<file path="src/rtl/irq_stat_pkg.sv">
package irq_stat_pkg;
  localparam int unsigned NUM_EVT = 8;
  localparam int unsigned ADDR_W  = 2;

  localparam logic [ADDR_W-1:0] ADR_STAT = 2'd0;
  localparam logic [ADDR_W-1:0] ADR_MASK = 2'd1;
  localparam logic [ADDR_W-1:0] ADR_CTRL = 2'd2;

  // event bit positions
  typedef enum int unsigned {
    EV_C3_RX_POOL_FULL  = 0,
    EV_C3_TX_UNDERRUN   = 1,
    EV_C3_ALL_SENT      = 2,
    EV_C3_RX_OVERFLOW   = 3,
    EV_C3_RX_FRAME_BEG  = 4,
    EV_C3_RX_MSG_END    = 5,
    EV_C3_TX_POOL_RDY   = 6,
    EV_C2_TX_POOL_RDY   = 7
  } evt_pos_e;
endpackage

</file>
<file path="src/rtl/irq_rst_sync.sv">
module irq_rst_sync #(
  parameter int unsigned STAGES = 2
) (
  input  logic clk,
  input  logic rst_n,
  output logic rst_sync_n
);
  logic [STAGES-1:0] sync_q;

  always_ff @(posedge clk or negedge rst_n) begin
    if (!rst_n) sync_q <= '0;
    else        sync_q <= {sync_q[STAGES-2:0], 1'b1};
  end

  assign rst_sync_n = sync_q[STAGES-1];
endmodule

</file>
<file path="src/rtl/irq_cfg_regs.sv">
module irq_cfg_regs #(
  parameter int unsigned W      = 8,
  parameter int unsigned ADDR_W = 2
) (
  input  logic              clk,
  input  logic              rst_n,
  input  logic              bus_wr,
  input  logic [ADDR_W-1:0] bus_addr,
  input  logic [W-1:0]      bus_wdata,
  output logic [W-1:0]      mask_q,
  output logic              vis_q
);
  import irq_stat_pkg::*;

  logic          mask_en, vis_en;
  logic [W-1:0]  mask_d;
  logic          vis_d;

  always_comb begin
    mask_en = bus_wr && (bus_addr == ADR_MASK);
    vis_en  = bus_wr && (bus_addr == ADR_CTRL);
    mask_d  = bus_wdata;
    vis_d   = bus_wdata[0];
  end

  always_ff @(posedge clk or negedge rst_n) begin
    if (!rst_n)       mask_q <= '1;
    else if (mask_en) mask_q <= mask_d;
  end

  always_ff @(posedge clk or negedge rst_n) begin
    if (!rst_n)      vis_q <= 1'b0;
    else if (vis_en) vis_q <= vis_d;
  end
endmodule

</file>
<file path="src/rtl/irq_gate.sv">
module irq_gate #(
  parameter int unsigned W = 8
) (
  input  logic [W-1:0] evt_i,
  input  logic [W-1:0] mask_q,
  input  logic         vis_q,
  input  logic [W-1:0] stat_q,
  output logic [W-1:0] set_o,
  output logic         irq_o,
  output logic         gsum_o
);
  logic [W-1:0] live;

  for (genvar i = 0; i < W; i++) begin : g_bit
    assign set_o[i] = evt_i[i] & (vis_q | ~mask_q[i]);
    assign live[i]  = stat_q[i] & ~mask_q[i];
  end

  assign irq_o  = |live;
  assign gsum_o = |live;
endmodule

</file>
<file path="src/rtl/irq_status_reg.sv">
module irq_status_reg #(
  parameter int unsigned W = 8
) (
  input  logic         clk,
  input  logic         rst_n,
  input  logic [W-1:0] set_i,
  input  logic         clr_i,
  output logic [W-1:0] stat_q
);
  logic [W-1:0] stat_d;
  logic         upd;

  always_comb begin
    stat_d = (clr_i ? '0 : stat_q) | set_i;
    upd    = clr_i | (|set_i);
  end

  always_ff @(posedge clk or negedge rst_n) begin
    if (!rst_n)   stat_q <= '0;
    else if (upd) stat_q <= stat_d;
  end
endmodule

</file>
<file path="src/rtl/irq_stat_top.sv">
module irq_stat_top
  import irq_stat_pkg::*;
#(
  parameter int unsigned W = NUM_EVT
) (
  input  logic              clk,
  input  logic              rst_n,
  input  logic [W-1:0]      evt_i,
  input  logic              bus_rd,
  input  logic              bus_wr,
  input  logic [ADDR_W-1:0] bus_addr,
  input  logic [W-1:0]      bus_wdata,
  output logic [W-1:0]      bus_rdata,
  output logic              irq_o,
  output logic              gsum_o
);
  logic          rst_sync_n;
  logic [W-1:0]  mask_q, stat_q, set_w;
  logic          vis_q, rd_stat;

  irq_rst_sync #(.STAGES(2)) u_rst (
    .clk(clk), .rst_n(rst_n), .rst_sync_n(rst_sync_n)
  );

  irq_cfg_regs #(.W(W), .ADDR_W(ADDR_W)) u_cfg (
    .clk(clk), .rst_n(rst_sync_n), .bus_wr(bus_wr), .bus_addr(bus_addr),
    .bus_wdata(bus_wdata), .mask_q(mask_q), .vis_q(vis_q)
  );

  irq_gate #(.W(W)) u_gate (
    .evt_i(evt_i), .mask_q(mask_q), .vis_q(vis_q), .stat_q(stat_q),
    .set_o(set_w), .irq_o(irq_o), .gsum_o(gsum_o)
  );

  assign rd_stat = bus_rd && (bus_addr == ADR_STAT);

  irq_status_reg #(.W(W)) u_stat (
    .clk(clk), .rst_n(rst_sync_n), .set_i(set_w), .clr_i(rd_stat),
    .stat_q(stat_q)
  );

  always_comb begin
    bus_rdata = '0;
    if (bus_rd) begin
      unique case (bus_addr)
        ADR_STAT: bus_rdata = stat_q;
        ADR_MASK: bus_rdata = mask_q;
        ADR_CTRL: bus_rdata = {{(W-1){1'b0}}, vis_q};
        default:  bus_rdata = '0;
      endcase
    end
  end
endmodule

</file>
<file path="config.mk">
export PLATFORM = sky130hd
export DESIGN_NAME = irq_stat_top
export DESIGN_NICKNAME = d
export VERILOG_FILES = /design/src/rtl/irq_stat_pkg.sv /design/src/rtl/irq_rst_sync.sv /design/src/rtl/irq_cfg_regs.sv /design/src/rtl/irq_gate.sv /design/src/rtl/irq_status_reg.sv /design/src/rtl/irq_stat_top.sv
export SDC_FILE = /design/constraint.sdc
export NUM_CORES = 1
export LEC_CHECK = 0
export BUFFER_PORTS_ARGS = -buffer_cell sky130_fd_sc_hd__clkbuf_2
export CORE_MARGIN = 2
export CORE_UTILIZATION = 50
export DETAILED_ROUTE_END_ITERATION = 6
export PLACE_DENSITY = 0.79
export REMOVE_ABC_BUFFERS = 1
export SYNTH_ARGS = -nofsm -noshare
export SYNTH_HDL_FRONTEND = slang
export SYNTH_SLANG_ARGS = --single-unit
</file>
<file path="constraint.sdc">
create_clock -name clk -period 2.8 [get_ports clk]
set_input_delay 0.56 -clock clk [delete_from_list [all_inputs] [get_ports clk]]
set_output_delay 0.56 -clock clk [all_outputs]
set_load 0.05 [all_outputs]
</file>
==> results of run 1 <==
[cells in the mapped netlist (all sizes together)]
library cell / number / area, um^2
mux2i: 8 / 80.1
nor2: 7 / 26.3
or4: 1 / 7.51
conb: 1 / 3.75
dfrtp: 11 / 275
o21ai: 1 / 5.00
inv: 8 / 30.0
buf: 5 / 41.3
nand3b: 1 / 11.3
dfstp: 8 / 210
o22ai: 4 / 25.0
nand2b: 9 / 63.8
nand3: 1 / 5.00
a22o: 8 / 70.1
or2: 1 / 6.26
nor2b: 1 / 6.26
mux2: 9 / 101
nand2: 1 / 3.75
[state kept, by name (all words and copies together) (netlist names)]
name           flops
u_cfg.mask_q       8
u_cfg.vis_q        1
u_rst.sync_q       2
u_stat.stat_q      8
[per-layer routing]
metal	global-route usage	routed length, um	vias up
li1	-	-	351
met1	0.216	850	342
met5	0	0	-
met2	0.312	911	23
met4	0.0973	30	0
met3	0.0296	83	4
[final timing paths]
path                                        startpoint                      endpoint  slack, ps  depth (start not counted)
setup / recovery           u_cfg.mask_q[0]$_DFFE_PN1P_                         irq_o        500                          3
hold / removal                                   rst_n     u_rst.sync_q[1]$_DFF_PN0_         30                          1
setup reg to reg               u_cfg.vis_q$_DFFE_PN0P_  u_stat.stat_q[3]$_DFFE_PN0P_       1820                          2
hold reg to reg              u_rst.sync_q[1]$_DFF_PN0_  u_stat.stat_q[5]$_DFFE_PN0P_        280                          0
max in group asynchronous    u_rst.sync_q[1]$_DFF_PN0_  u_stat.stat_q[4]$_DFFE_PN0P_       2090                          0
min in group clk             u_rst.sync_q[0]$_DFF_PN0_     u_rst.sync_q[1]$_DFF_PN0_        360                          0
[power by group through the flow]
stage                     combinational, W  clock, W  sequential, W
after floorplan                   0.000127         0       0.000367
after global placement            0.000162         0       0.000379
after detailed placement          0.000168         0       0.000382
after CTS                         0.000169  0.000142       0.000377
after global routing              0.000183  0.000149       0.000385
final                             0.000167  0.000136       0.000377
[metrics by stage]
step | cells | power [W] | hold slack [ps]
floorplan | 80 | 0.000494 | 207
global placement | 136 | 0.000541 | 295
detailed placement | 136 | 0.000550 | 301
CTS | 140 | 0.000689 | 15.2
global route | 140 | 0.000717 | 14.7
finish | 140 | 0.000681 | 26.2
[area by class of cell]
| type | instances | area, um^2 | area share |
|---|---|---|---|
| clock buffers | 3 | 22.5 | 0.0197 |
| clock inverters | 1 | 5.00 | 0.00437 |
| inverters | 8 | 30.0 | 0.0262 |
| well taps | 25 | 31.3 | 0.0273 |
| repair buffers | 31 | 155 | 0.136 |
| flip-flops and latches | 19 | 485 | 0.424 |
| multi-input cells | 53 | 415 | 0.363 |
[logic make-up after synthesis]
group,share of synthesized area
flops,0.499
simple gates,0.134
buf+inv,0.0734
compound gates,0.103
other cells,0.00386
mux,0.187
==> results.sh, run 1 <==
export IMPL_power_leakage_nw=0.587
export IMPL_internal_power_w=0.000465
export IMPL_holdBufCountCts=0
export IMPL_syn_area_um2=972
export IMPL_skew_ps=1.35
export IMPL_synth_avg_cell_area_um2=11.4
export IMPL_detailed_place_area_um2=1120
export IMPL_cts_max_path_buffers=2
export IMPL_track_usage=0.181
export IMPL_h_tree_depth=1
export IMPL_fp_row_count=15
export IMPL_switching_share=0.317
export IMPL_grt_pass1_wl_um=2790
export IMPL_setup_slack_ps=503
export IMPL_syn_inst=85
export IMPL_pwr_share_comb=0.245
export IMPL_max_slew_margin=0.554
export IMPL_clkTransAtPathRegs_ps=110
export IMPL_coreArea_um2=1780
export IMPL_layout_commonest_cell="clkbuf_2"
export IMPL_numCtsBuffers=3
export IMPL_vias=720
export IMPL_max_cap_violations=0
export IMPL_drive_gt1_frac=0.470
export IMPL_powerDensity_nw_per_um2=594
export IMPL_switching_power_w=0.000216
export IMPL_first_global_vias=656
export IMPL_grt_max_degree=18
export IMPL_viasPerCell=5.14
export IMPL_initial_core_util=0.545
export IMPL_cts_setup_buffers=0
export IMPL_min_path_type="primary input to async pin"
export IMPL_dieWidth_um=48.1
export IMPL_setup_viol=0
export IMPL_portBuffers=31
export IMPL_areaGrowthSynthToFinish_pct=17.8
export IMPL_critPathKind="flop to output pin"
export IMPL_synth_seq_cells=19
export IMPL_cts_tree="yes"
export IMPL_finalMaxSlewViolations=0
export IMPL_finalCritPeriodShare=0.821
export IMPL_dp_final_hpwl_um=1400
export IMPL_critPathLaunchType="flop"
export IMPL_num_antenna_cells=0
export IMPL_ctsResizeCount=0
export IMPL_cp_cell_sequence="o22ai_1 -> or4_1 -> clkbuf_2"
export IMPL_final_area_um2=1140
export IMPL_cpMaxStageDelayCell="dfstp_2"
export IMPL_dieArea_um2=2310
export IMPL_hold_viol=0
export IMPL_fin_util=0.642
export IMPL_drtPass1Iterations=4
export IMPL_yosysSeqAreaShare=0.499
export IMPL_ys_warn_count=0
export IMPL_overflow=0
export IMPL_clockPowerShare=0.200
export IMPL_rsz0062_at_grt="no"
export IMPL_io_pins=32
export IMPL_cp_arrival_ps=1740
export IMPL_cts_root_buf="clkbuf_4"
export IMPL_slowest_delay_ps=580
export IMPL_wire_per_inst_um=13.4
export IMPL_die_y_um=48.1
export IMPL_path_buf_inv=1
export IMPL_dr_first_iter_drc_count=12
export IMPL_antenna_found_initial=0
export IMPL_fin_crit_ps=2300
export IMPL_peakVddDrop_mv=0.358
export IMPL_drc=0
export IMPL_tns_ps=0
export IMPL_cts_sinks=19
export IMPL_status="complete, no violations"
export IMPL_layout_common_cells="clkbuf_2, dfrtp_1, mux2_2"
export IMPL_worst_slew_pin_slew_ps=669
export IMPL_wl_um=1880
export IMPL_cp_required_ps=2240
export IMPL_n_fill_cell=161
export IMPL_dp_slack_ps=773
export IMPL_power_frac_seq=0.555
export IMPL_synth_distinct_cells=21
export IMPL_fmax_mhz=435
export IMPL_timing_critical_path_fanout_max=4
export IMPL_crit_family="flip-flops"
export IMPL_place_congestion=0.756
export IMPL_fin_nets=138
export IMPL_clkLatencyLatePin_ps=290
export IMPL_drtAntennaViolNets=0
export IMPL_end_kind="output pin"
Power figures use the tool's default switching activity.
==> run 2, diff against run 1 <==
CORE_UTILIZATION = 48   (was 50)
PLACE_DENSITY = 0.76   (was 0.79)
clock period = 2.3 ns   (was 2.8 ns; I/O delays follow)
==> run 2 against run 1 <==
Net effect:
- clock power is 24% higher
- core utilization is 4.7 points lower
- critical endpoint unchanged
- flip-flop and latch count stayed put
- die area is 3.8% higher
- via count is 1.8% higher
- sequential share of layout area is 0.41 points lower
- critical path type unchanged
- combinational power is 23% higher
==> results.sh, run 2 (synthesis gave the netlist of run 1 again) <==
export IMPL_path_buf_inv=1
export IMPL_grt_pass1_wl_um=3320
export IMPL_drive_gt1_frac=0.457
export IMPL_antenna_found_initial=0
export IMPL_die_y_um=49.0
export IMPL_vias=733
export IMPL_drtAntennaViolNets=0
export IMPL_first_global_vias=764
export IMPL_use_met3=0.0337
export IMPL_fin_crit_ps=2200
export IMPL_worst_slew_pin_slew_ps=675
export IMPL_cts_tree="yes"
export IMPL_crit_family="flip-flops"
export IMPL_final_cells=143
export IMPL_num_antenna_cells=0
export IMPL_cp_arrival_ps=1740
export IMPL_hold_ws_ps=285
export IMPL_end_kind="output pin"
export IMPL_placed_cells=138
export IMPL_overflow=0
export IMPL_cp_cell_sequence="o22ai_1 -> or4_1 -> clkbuf_2"
export IMPL_clkTransAtPathRegs_ps=100
export IMPL_layout_commonest_cell="clkbuf_2"
export IMPL_critPathKind="flop to output pin"
export IMPL_met1_usage=0.222
export IMPL_drc=0
export IMPL_fin_nets=139
export IMPL_io_pins=32
export IMPL_peakVddDrop_mv=0.388
export IMPL_hold_viol=0
export IMPL_rsz0062_at_grt="no"
export IMPL_status="complete, no violations"
export IMPL_skew_ps=0.970
export IMPL_dieArea_um2=2400
export IMPL_setup_viol=0
export IMPL_tns_ps=0
export IMPL_clkLatencyLatePin_ps=300
export IMPL_cts_sinks=19
export IMPL_areaGrowthSynthToFinish_pct=18.9
export IMPL_grt_max_degree=18
export IMPL_min_path_type="flop to async pin"
export IMPL_power_leakage_nw=0.588
export IMPL_fp_row_count=16
export IMPL_track_usage=0.181
export IMPL_drtPass1Iterations=4
export IMPL_cts_max_path_buffers=2
export IMPL_slowest_delay_ps=570
export IMPL_wl_um=1930
export IMPL_max_cap_violations=0
export IMPL_fmax_mhz=455
export IMPL_dieWidth_um=49.0
export IMPL_powerDensity_nw_per_um2=720
export IMPL_dr_first_iter_drc_count=4
export IMPL_finalMaxSlewViolations=0
export IMPL_h_tree_depth=1
export IMPL_critPathLaunchType="flop"
export IMPL_grt_busiest_layer="met2"
export IMPL_cts_root_buf="clkbuf_4"
export IMPL_dp_final_hpwl_um=1430
export IMPL_initial_core_util=0.501
export IMPL_max_slew_margin=0.550
export IMPL_wire_per_inst_um=13.5
export IMPL_reg_top3="u_cfg.mask_q (8), u_stat.stat_q (8), u_rst.sync_q (2)"
export IMPL_grt_util_met2=0.315
export IMPL_cp_required_ps=1840
export IMPL_finalCritPeriodShare=0.956
export IMPL_numCtsBuffers=3
export IMPL_cpMaxStageDelayCell="dfstp_2"
export IMPL_layout_common_cells="clkbuf_2, dfrtp_1, mux2_2"
export IMPL_viasPerCell=5.13
export IMPL_portBuffers=31
export IMPL_timing_critical_path_fanout_max=4
export IMPL_place_congestion=0.737
export IMPL_coreArea_um2=1940
-- run 2: changes by cell type in the layout (fill, tap and decap cells not counted) --
cell / delta
buf_2: +1
clkbuf_1: +1
clkbuf_2: -1
clkinv_2: -1
dlygate4sd3_1: +1
-- run 2: cell type report --
cell class                 count  area [um^2]
clock buffer                   4         26.3
fill                         181          786
inverter                       8         30.0
multi-input combinational     53          415
sequential                    19          485
tap                           27         33.8
timing repair buffer          32          165
-- run 2: worst paths after layout --
check,to,start,cells after the start,slack (ps)
setup / recovery,irq_o,u_cfg.mask_q[2]$_DFFE_PN1P_,3,100
hold / removal,u_stat.stat_q[1]$_DFFE_PN0P_,u_rst.sync_q[1]$_DFF_PN0_,0,290
setup reg to reg,u_stat.stat_q[0]$_DFFE_PN0P_,u_cfg.vis_q$_DFFE_PN0P_,2,1320
hold reg to reg,u_stat.stat_q[1]$_DFFE_PN0P_,u_rst.sync_q[1]$_DFF_PN0_,0,290
max in group asynchronous,u_stat.stat_q[6]$_DFFE_PN0P_,u_rst.sync_q[1]$_DFF_PN0_,0,1590
min in group clk,u_rst.sync_q[1]$_DFF_PN0_,u_rst.sync_q[0]$_DFF_PN0_,0,360
-- run 2: per-layer routing --
metal / share of wire / routed length [um]
met4: 0.018 / 35
met3: 0.047 / 90
met2: 0.49 / 953
met5: 0 / 0
met1: 0.44 / 849
-- run 2: power by group --
part | internal [W] | switching (W) | total [W]
Combinational | 0.0000987 | 0.000106 | 0.000205
Clock | 0.0000676 | 0.000102 | 0.000169
Sequential | 0.000403 | 0.0000550 | 0.000458
-- run 2: per-stage QoR --
step | power (W) | utilization | worst slack [ps] | instance area [um^2]
finish | 0.000832 | 0.595 | 101 | 1160
global route | 0.000878 | 0.595 | 1.65 | 1160
CTS | 0.000843 | 0.595 | 80.0 | 1160
detailed placement | 0.000670 | 0.577 | 421 | 1120
global placement | 0.000659 | 0.577 | 447 | 1120
floorplan | 0.000601 | - | 113 | 931
-- run 2: worst register-to-register path, delay by kind of cell, from the launching register on --
kind / cells / cell delay [ps]
flip-flops: 1 / 500
AND/OR/NAND/NOR: 1 / 190
AO/OA/AOI/OAI: 1 / 180
-- run 2: repair_timing --
action,in CTS,in global routing
hold buffers,1,0
gates resized for setup,0,1
endpoints found under the setup margin,0,2
endpoints found under the hold margin,2,0
setup buffers,0,0
==> run 3, diff against run 2 <==
==> constraint.sdc (replaced) <==
create_clock -name clk -period 2.3 [get_ports clk]
set_input_delay 0.23 -clock clk [delete_from_list [all_inputs] [get_ports clk]]
set_output_delay 0.23 -clock clk [all_outputs]
set_load 0.05 [all_outputs]
==> run 3 against run 2 <==
Net effect:
- clock power about the same
- maximum frequency increased by 12%
- cell area unchanged
- clock-buffer cell count unchanged
- cell count unchanged
- combinational power about the same
- first-iteration DRC count increased by 50%
- worst hold slack got worse by 130 ps
- flip-flop and latch count unchanged
- clock skew about the same
- die area unchanged
- largest power group unchanged
- highest routed layer unchanged
==> results.sh, run 3 (synthesis gave the netlist of run 1 again) <==
export IMPL_fp_row_count=16
export IMPL_hold_viol=0
export IMPL_ctsResizeCount=0
export IMPL_hold_path_startpoint="evt_i[3]"
export IMPL_power_w=0.000828
export IMPL_pwr_share_comb=0.247
export IMPL_first_global_vias=748
export IMPL_reg_top3="u_cfg.mask_q (8), u_stat.stat_q (8), u_rst.sync_q (2)"
export IMPL_max_cap_violations=0
export IMPL_r2r_setup_slack_ps=1310
export IMPL_timing_critical_path_fanout_max=4
export IMPL_status="complete, no violations"
export IMPL_power_frac_seq=0.553
export IMPL_drtAntennaViolNets=0
export IMPL_wire_per_inst_um=13.0
export IMPL_cts_sinks=19
export IMPL_reg2regPathDepth=2
export IMPL_endpoint="gsum_o"
export IMPL_end_kind="output pin"
export IMPL_numCtsBuffers=3
export IMPL_r2r_start="u_cfg.vis_q$_DFFE_PN0P_"
export IMPL_min_path_type="primary input to flop"
export IMPL_io_pins=32
export IMPL_place_congestion=0.721
export IMPL_clkTransAtPathRegs_ps=100
export IMPL_fin_crit_ps=1960
export IMPL_switching_share=0.312
export IMPL_drive_gt1_frac=0.457
export IMPL_layout_commonest_cell="clkbuf_2"
export IMPL_track_usage=0.179
export IMPL_worst_slew_pin_slew_ps=675
export IMPL_fin_util=0.595
export IMPL_fmax_mhz=509
export IMPL_areaGrowthSynthToFinish_pct=18.9
export IMPL_wl_um=1850
export IMPL_portBuffers=31
export IMPL_dp_final_hpwl_um=1380
export IMPL_drc=0
export IMPL_switching_power_w=0.000258
export IMPL_cts_tree="yes"
export IMPL_layout_common_cells="clkbuf_2, dfrtp_1, mux2_2"
export IMPL_cp_arrival_ps=1730
export IMPL_critPathKind="flop to output pin"
export IMPL_dr_first_iter_drc_count=6
export IMPL_holdBufCountCts=1
export IMPL_clockPowerShare=0.200
export IMPL_cts_root_buf="clkbuf_4"
export IMPL_coreArea_um2=1940
export IMPL_grt_pass1_wl_um=3290
export IMPL_internal_power_w=0.000569
export IMPL_cts_max_path_buffers=2
export IMPL_setup_viol=0
export IMPL_antenna_found_initial=0
export IMPL_multiInputGateArea_um2=415
export IMPL_clkLatencyLatePin_ps=290
export IMPL_regToRegEndpoint="u_stat.stat_q[1]$_DFFE_PN0P_"
export IMPL_finalCritPeriodShare=0.854
export IMPL_cts_setup_buffers=0
export IMPL_viasPerCell=4.90
export IMPL_fin_nets=139
export IMPL_peakVddDrop_mv=0.453
export IMPL_finalMaxSlewViolations=0
export IMPL_critPathLaunchType="flop"
export IMPL_initial_core_util=0.501
export IMPL_tns_ps=0
export IMPL_crit_path_start="u_cfg.mask_q[2]$_DFFE_PN1P_"
export IMPL_h_tree_depth=1
export IMPL_max_slew_margin=0.550
export IMPL_setup_slack_ps=336
export IMPL_rsz0062_at_grt="no"
export IMPL_seq_area_um2=485
export IMPL_skew_ps=1.41
export IMPL_cp_required_ps=2070
export IMPL_grt_max_degree=18
export IMPL_dp_slack_ps=651
export IMPL_powerDensity_nw_per_um2=716
export IMPL_die_y_um=49.0
export IMPL_power_leakage_nw=0.589
export IMPL_hold_ws_ps=153
export IMPL_vias=700
export IMPL_dieArea_um2=2400
export IMPL_n_fill_cell=187
export IMPL_dieWidth_um=49.0
export IMPL_drtPass1Iterations=3
export IMPL_num_antenna_cells=0
export IMPL_overflow=0
[run 3: cell types whose count changed in the layout (fill, tap and decap cells not counted), sizes merged]
cell	before	now
buf	1	0
clkbuf	34	35
[run 3: worst min-delay path by stage]
| stage | endpoint | slack (ps) | cells after the start |
|---|---|---|---|
| after floorplan | u_rst.sync_q[0]$_DFF_PN0_ | -70 | 0 |
| after global placement | u_rst.sync_q[0]$_DFF_PN0_ | 20 | 1 |
| after detailed placement | u_rst.sync_q[1]$_DFF_PN0_ | 20 | 1 |
| after CTS | u_stat.stat_q[3]$_DFFE_PN0P_ | 140 | 2 |
| after global routing | u_stat.stat_q[4]$_DFFE_PN0P_ | 150 | 2 |
| final | u_stat.stat_q[3]$_DFFE_PN0P_ | 150 | 2 |
[run 3: through the flow]
stage / area, um^2 / std cells
final: 1160 / 143
after global routing: 1160 / 143
after CTS: 1160 / 143
after detailed placement: 1120 / 138
after global placement: 1120 / 138
after floorplan: 931 / 80
[run 3: worst max-delay path, cell delays in order, from the launching register on]
cell and delay (ps):
dfstp_2 570, o22ai_1 80, or4_1 540, clkbuf_2 260
[run 3: power groups by stage]
stage | sequential, W | combinational (W) | clock (W)
after floorplan | 0.000446 | 0.000155 | 0
after global placement | 0.000459 | 0.000201 | 0
after detailed placement | 0.000464 | 0.000205 | 0
after CTS | 0.000457 | 0.000207 | 0.000173
after global routing | 0.000467 | 0.000228 | 0.000186
final | 0.000458 | 0.000204 | 0.000166
[run 3: final cells by class]
cell class              count  area share
flip-flops and latches     19       0.420
inverters                   8      0.0260
well taps                  27      0.0292
repair buffers             32       0.143
multi-input cells          53       0.359
clock buffers               4      0.0227
[run 3: layer usage]
layer  vias to the layer above  part of all wire  track usage
met3                         2             0.035       0.0184
met2                        20              0.48        0.297
met4                         0            0.0049       0.0571
met5                         -                 0            0
met1                       324              0.48        0.247
li1                        354                 -            -
